## src/rtl/ppg_pkg.sv

```systemverilog
package ppg_pkg;

  typedef enum logic [1:0] {
    LVL_KEEP = 2'b00,
    LVL_LOW  = 2'b01,
    LVL_HIGH = 2'b10,
    LVL_RSVD = 2'b11
  } lvl_cmd_e;

endpackage

```

## src/rtl/ppg_prescaler.sv

```systemverilog
module ppg_prescaler #(
  parameter int SEL_W = 2,
  parameter int STEP  = 2
) (
  input  logic             clk,
  input  logic             rst,
  input  logic             run_i,
  input  logic [SEL_W-1:0] sel_i,
  output logic             tick_o
);
  localparam int NCODE = 1 << SEL_W;
  localparam int PRE_W = STEP * (NCODE - 1);

  logic [PRE_W-1:0] pre_q;
  logic [PRE_W-1:0] mask_tab [NCODE];

  // mask of low bits that must all be set for a tick, one per select code
  for (genvar g = 0; g < NCODE; g++) begin : g_mask
    assign mask_tab[g] = PRE_W'((64'(1) << (STEP * g)) - 64'(1));
  end

  always_ff @(posedge clk) begin
    if (rst || !run_i) pre_q <= '0;
    else               pre_q <= pre_q + 1'b1;
  end

  assign tick_o = run_i && ((pre_q & mask_tab[sel_i]) == mask_tab[sel_i]);

  // a divided count clock never ticks on two cycles in a row
  p_tick_spacing_r7: assert property (@(posedge clk) disable iff (rst)
    (tick_o && sel_i != '0 && run_i) |=> (!tick_o || $changed(sel_i)));

endmodule

```

## src/rtl/ppg_counter.sv

```systemverilog
module ppg_counter #(
  parameter int CNT_W = 16
) (
  input  logic             clk,
  input  logic             rst,
  input  logic             run_i,
  input  logic             tick_i,
  input  logic [CNT_W-1:0] period_i,
  input  logic [CNT_W-1:0] duty_i,
  input  logic             ovf_clr_i,
  output logic             per_hit_o,
  output logic             duty_hit_o,
  output logic             ovf_o
);
  localparam logic [CNT_W-1:0] CNT_MAX = '1;

  logic [CNT_W-1:0] cnt_q;
  logic             ovf_q;
  logic             wrap;

  assign per_hit_o  = tick_i && (cnt_q == period_i);
  assign duty_hit_o = tick_i && (cnt_q == duty_i);
  assign wrap       = tick_i && (cnt_q == CNT_MAX);

  always_ff @(posedge clk) begin
    if (rst || !run_i)   cnt_q <= '0;
    else if (per_hit_o)  cnt_q <= '0;
    else if (tick_i)     cnt_q <= cnt_q + 1'b1;
  end

  always_ff @(posedge clk) begin
    if (rst) ovf_q <= 1'b0;
    else     ovf_q <= wrap | (ovf_q & ~ovf_clr_i);
  end

  assign ovf_o = ovf_q;

  // a period match restarts the count from zero
  p_restart_r1: assert property (@(posedge clk) disable iff (rst)
    per_hit_o |=> (cnt_q == '0));
  // the counter only moves on a tick
  p_hold_no_tick_r7: assert property (@(posedge clk) disable iff (rst)
    (run_i && !tick_i) |=> $stable(cnt_q));
  // stopping returns the count to zero
  p_stop_clear_r10: assert property (@(posedge clk) disable iff (rst)
    !run_i |=> (cnt_q == '0));
  // wrap sets the flag, flag is sticky without a clear
  p_ovf_set_r9: assert property (@(posedge clk) disable iff (rst)
    wrap |=> ovf_q);
  p_ovf_sticky_r9: assert property (@(posedge clk) disable iff (rst)
    (ovf_q && !ovf_clr_i) |=> ovf_q);

endmodule

```

## src/rtl/ppg_outff.sv

```systemverilog
module ppg_outff
  import ppg_pkg::*;
(
  input  logic       clk,
  input  logic       rst,
  input  logic       run_i,
  input  logic       per_hit_i,
  input  logic       duty_hit_i,
  input  logic [1:0] lvl_cmd_i,
  input  logic       out_en_i,
  output logic       pulse_o
);
  logic     ff_q, ff_d, pulse_q;
  lvl_cmd_e cmd;

  assign cmd = lvl_cmd_e'(lvl_cmd_i);

  always_comb begin
    ff_d = ff_q;
    if (!run_i) begin
      case (cmd)
        LVL_LOW:  ff_d = 1'b0;
        LVL_HIGH: ff_d = 1'b1;
        default:  ff_d = ff_q;
      endcase
    end else begin
      ff_d = ff_q ^ per_hit_i ^ duty_hit_i;
    end
  end

  always_ff @(posedge clk) begin
    if (rst) begin
      ff_q    <= 1'b0;
      pulse_q <= 1'b0;
    end else begin
      ff_q    <= ff_d;
      pulse_q <= out_en_i & ff_d;
    end
  end

  assign pulse_o = pulse_q;

  // while running the flip-flop moves only on a compare hit
  p_run_hold_r6: assert property (@(posedge clk) disable iff (rst)
    (run_i && !per_hit_i && !duty_hit_i) |=> $stable(ff_q));
  // a single hit inverts the flip-flop
  p_toggle_r4: assert property (@(posedge clk) disable iff (rst)
    (run_i && (per_hit_i != duty_hit_i)) |=> (ff_q != $past(ff_q)));
  // presets while stopped
  p_preset_low_r5: assert property (@(posedge clk) disable iff (rst)
    (!run_i && lvl_cmd_i == 2'b01) |=> !ff_q);
  p_preset_high_r5: assert property (@(posedge clk) disable iff (rst)
    (!run_i && lvl_cmd_i == 2'b10) |=> ff_q);
  p_rsvd_keep_r5: assert property (@(posedge clk) disable iff (rst)
    (!run_i && lvl_cmd_i == 2'b11) |=> $stable(ff_q));

endmodule

```

## src/rtl/ppg_timer.sv

```systemverilog
module ppg_timer #(
  parameter int CNT_W = 16,
  parameter int SEL_W = 2,
  parameter int STEP  = 2
) (
  input  logic             clk,
  input  logic             rst,
  input  logic             run_i,
  input  logic [CNT_W-1:0] period_i,
  input  logic [CNT_W-1:0] duty_i,
  input  logic [SEL_W-1:0] presc_sel_i,
  input  logic             out_en_i,
  input  logic [1:0]       lvl_cmd_i,
  input  logic             ovf_clr_i,
  output logic             pulse_o,
  output logic             ovf_o
);
  logic tick, per_hit, duty_hit;

  ppg_prescaler #(.SEL_W(SEL_W), .STEP(STEP)) u_pre (
    .clk(clk), .rst(rst), .run_i(run_i), .sel_i(presc_sel_i), .tick_o(tick)
  );

  ppg_counter #(.CNT_W(CNT_W)) u_cnt (
    .clk(clk), .rst(rst), .run_i(run_i), .tick_i(tick),
    .period_i(period_i), .duty_i(duty_i), .ovf_clr_i(ovf_clr_i),
    .per_hit_o(per_hit), .duty_hit_o(duty_hit), .ovf_o(ovf_o)
  );

  ppg_outff u_ff (
    .clk(clk), .rst(rst), .run_i(run_i), .per_hit_i(per_hit),
    .duty_hit_i(duty_hit), .lvl_cmd_i(lvl_cmd_i), .out_en_i(out_en_i),
    .pulse_o(pulse_o)
  );

  // disabled pin drives 0 on the following cycle
  p_pulse_off_r8: assert property (@(posedge clk) disable iff (rst)
    !out_en_i |=> !pulse_o);
  // outputs are low right after reset
  p_reset_state_r11: assert property (@(posedge clk)
    rst |=> (!pulse_o && !ovf_o));

endmodule

```

## config.mk

```make
export PLATFORM = sky130hd
export DESIGN_NAME = ppg_timer
export DESIGN_NICKNAME = d
export VERILOG_FILES = /design/src/rtl/ppg_pkg.sv /design/src/rtl/ppg_prescaler.sv /design/src/rtl/ppg_counter.sv /design/src/rtl/ppg_outff.sv /design/src/rtl/ppg_timer.sv
export SDC_FILE = /design/constraint.sdc
export NUM_CORES = 1
export LEC_CHECK = 0
export BUFFER_PORTS_ARGS = -buffer_cell sky130_fd_sc_hd__buf_2
export CORE_MARGIN = 5
export CORE_UTILIZATION = 30
export DETAILED_ROUTE_END_ITERATION = 8
export HOLD_SLACK_MARGIN = 0.06
export PLACE_DENSITY = 0.51
export SLEW_MARGIN = 20
export SYNTH_ARGS = -nofsm -noshare
export SYNTH_HDL_FRONTEND = slang
export SYNTH_SLANG_ARGS = --single-unit
```

## constraint.sdc

```tcl
create_clock -name clk -period 2.1 [get_ports clk]
set_clock_uncertainty 0.1 [all_clocks]
set_input_delay 0.21 -clock clk [delete_from_list [all_inputs] [get_ports clk]]
set_output_delay 0.21 -clock clk [all_outputs]
set_load 0.02 [all_outputs]
```

==> results.cfg <==
[drt]
ant_nets = 0
routed_via_density = 4.382
wl_per_cell_microns = 12.25
drt-met1-wl_microns = 1682
drtPass1Iterations = 4
drt_iter0_markers = 28
wl_microns = 3527
wl_met3_microns = 229
routed.top_layer = met4
vias = 1262
wl_met2_microns = 1566
drc_errors = 0

[worst_setup_path]
path_depth = 5
crit_slowest_cell = a2111oi_4
slowest_delay_ns = 0.53
crit_end = u_ff.ff_q$_SDFF_PP0_
crit_path_end_kind = flip-flop
rr_worst_depth = 5
cp.required_ns = 2.20
crit_fanout = 6
timing.rr.start = u_pre.pre_q[0]$_SDFF_PP0_
crit_type = flip-flop to flip-flop
path_buf_inv = 0
critPathLaunch = u_pre.pre_q[0]$_SDFF_PP0_
timing.rr.end = u_ff.ff_q$_SDFF_PP0_
crit_arrival_ns = 2.02
rrSetupSlack_ns = 0.18
worstPathCellList = a2bb2oi_1 > a2111oi_4 > nand2_1 > xnor3_1 > o21ai_1
crit_family = compound AO/OA/AOI/OAI gates
start_kind = flip-flop

[floorplanning]
io_pins = 43
die-width_microns = 81.07
die_h_microns = 81.07
dieArea_sq_um = 6572
core_sq_um = 4817
rows = 25
initial_core_util_pct = 31.45

[power]
power.static_leakage_nw = 0.7746
power_density_nw_per_um2 = 457.4
total_power_w = 0.0008842
ir_drop_uv = 223.0

[global_routing]
grt_max_degree = 17
antenna_found_initial = 0
grt_pass1_vias = 1256
grt_overflow = 0
grtUsageTotal_pct = 11.64
grt_pass1_wl_microns = 5782

[placed_design]
dp_hpwl_microns = 2895
io_buffers = 42
gp_routability_congestion = 0.8033
pre_cts_slack_ns = 0.2100

[final_layout]
diodes = 0
num-nets-final = 266
areaGrowthSynthToFinish_pct = 27.58
layout-drive-gt1-share_pct = 30.77

[clock_network]
clkSlewWorstSetupHoldPaths_ns = 0.08
cts_tree = built
cts_sinks = 25
cts-htree-levels = 1
clk_latency_ns = 0.27
cts_made_buffers = 3
ctsLongestPathBuffers = 2
cts-root-buf = clkbuf_8
cts_setup_buffers = 0

[logic_synthesis]
avgSynthCellArea_sq_um = 9.073
yosys.area.top_type = dfxtp_1
synth_cell_types = 33
synthCells = 167
synth.area.top_cells = dfxtp_1, xnor2_1, xor2_1, nand4_1, nor2_1
synthesis.nets = 211
yosys_warnings = 0
synth_area_sq_um = 1515
ys_seq_elements = 25
synthDominantCellAreaShare_pct = 33.03
seq_area_frac_synth_pct = 33.03

[timing]
setup_slack_ns = 0.1779
rsz0062_at_grt = false
relSlewSlack_pct = 67.01
fmax_mhz = 520.3
fin_tns_setup_ns = 0
finalSetupViolations = 0
finalCriticalPeriod_ns = 1.922
worstMarginPinSlew_ns = 0.4949
fin_crit_sh_pct = 91.53
drv_slew = 0
hold_violations = 0

[job]
drv_cap = 0

[run_status]
status = finished clean

[min_path]
holdCritPathClass = input port to flip-flop
-- cells in the mapped netlist, drive strengths merged --
master	instances
buf	5
mux2i	2
nor2b	1
o21ai	1
o22ai	1
xnor2	39
a21oi	1
and3	10
a2111oi	1
nor2	22
nand2	8
clkbuf	2
nand3	7
a2bb2oi	1
a21boi	1
dfxtp	25
inv	4
or3	1
xor2	12
ha	3
and4	1
nand2b	2
nand4	12
nor4	2
and2	2
xnor3	1
-- metal layers --
layer  track usage, %  up-vias
met1            15.72      556
met5                0        -
met2            17.73       35
met3            3.769        4
li1                 -      667
met4            3.209        0
-- worst register-to-register path, delay by kind of cell, from the launching register on --
kind / cells / cell delay [ns]
flip-flops: 1 / 0.40
AND/OR/NAND/NOR: 1 / 0.17
AO/OA/AOI/OAI: 3 / 0.78
XOR/XNOR: 1 / 0.41
-- area by class of cell --
| cell class | count | area (sq um) |
|---|---|---|
| fill | 541 | 2884 |
| multi-input combinational | 131 | 950.9 |
| sequential | 25 | 500.5 |
| timing repair buffer | 57 | 337.8 |
| tap | 67 | 83.83 |
| clock buffer | 4 | 45.04 |
| inverter | 4 | 15.01 |
-- cells in the final DEF, fill, tap and decap left out, types with 3 or more instances in the layout --
| cell type | count |
|---|---|
| ha_1 | 3 |
| nand4_1 | 12 |
| and3_1 | 6 |
| dfxtp_1 | 25 |
| inv_1 | 4 |
| clkbuf_8 | 3 |
| nand3_1 | 7 |
| nand2_1 | 8 |
| nor2_1 | 20 |
| and3_2 | 3 |
| buf_4 | 13 |
| xor2_1 | 12 |
| buf_2 | 42 |
| xnor2_1 | 39 |
-- logic make-up after synthesis --
group                      count (synthesis)  share of synthesized area (%)
and+or+nand+nor                           68                          23.78
xor gates and xnor gates                  52                          30.97
DFF                                       25                          33.03
buffers and inverters                     11                          4.211
AOI/OAI and AO/OA                          6                          4.211
adders and majority gates                  3                          2.478
muxes                                      2                          1.321
-- state kept, by name (all words and copies together) (netlist names) --
signal / count
u_cnt.cnt_q: 16
u_cnt.ovf_o: 1
u_ff.ff_q: 1
u_ff.pulse_o: 1
u_pre.pre_q: 6
-- through the flow --
step	hold WS, ns	cells	utilization [%]	area [sq um]
6_report	0.09717	288	40.13	1933
5_1_grt	0.08447	288	40.13	1933
4_1_cts	0.09167	288	40.13	1933
3_5_place_dp	0.3150	283	38.99	1878
3_3_place_gp	0.3165	283	38.99	1878
2_1_floorplan	0.1791	167	-	1515
-- power by group --
group          switching (W)  internal (W)  leakage [nW]  total, W
Clock               0.000154      0.000136        0.0228  0.000290
Combinational      0.0000477     0.0000667         0.550  0.000114
Sequential        0.00000298      0.000477         0.202  0.000480
Total               0.000205      0.000679         0.775  0.000884
-- timing repair --
action / in CTS / in global routing
endpoints found under the hold margin: 1 / 0
hold buffers: 1 / 0
gates resized for setup: 0 / 0
-- worst min-delay path by stage --
stage               slack [ns]  cells past startpoint                endpoint       from
CTS                       0.09                      3  u_cnt.ovf_o$_SDFF_PP0_  ovf_clr_i
floorplan                 0.18                      1  u_cnt.ovf_o$_SDFF_PP0_        rst
detailed placement        0.32                      2  u_cnt.ovf_o$_SDFF_PP0_        rst
global placement          0.32                      2  u_cnt.ovf_o$_SDFF_PP0_        rst
global route              0.08                      3  u_cnt.ovf_o$_SDFF_PP0_  ovf_clr_i
finish                     0.1                      3  u_cnt.ovf_o$_SDFF_PP0_  ovf_clr_i
(Power assumes the default switching activity.)
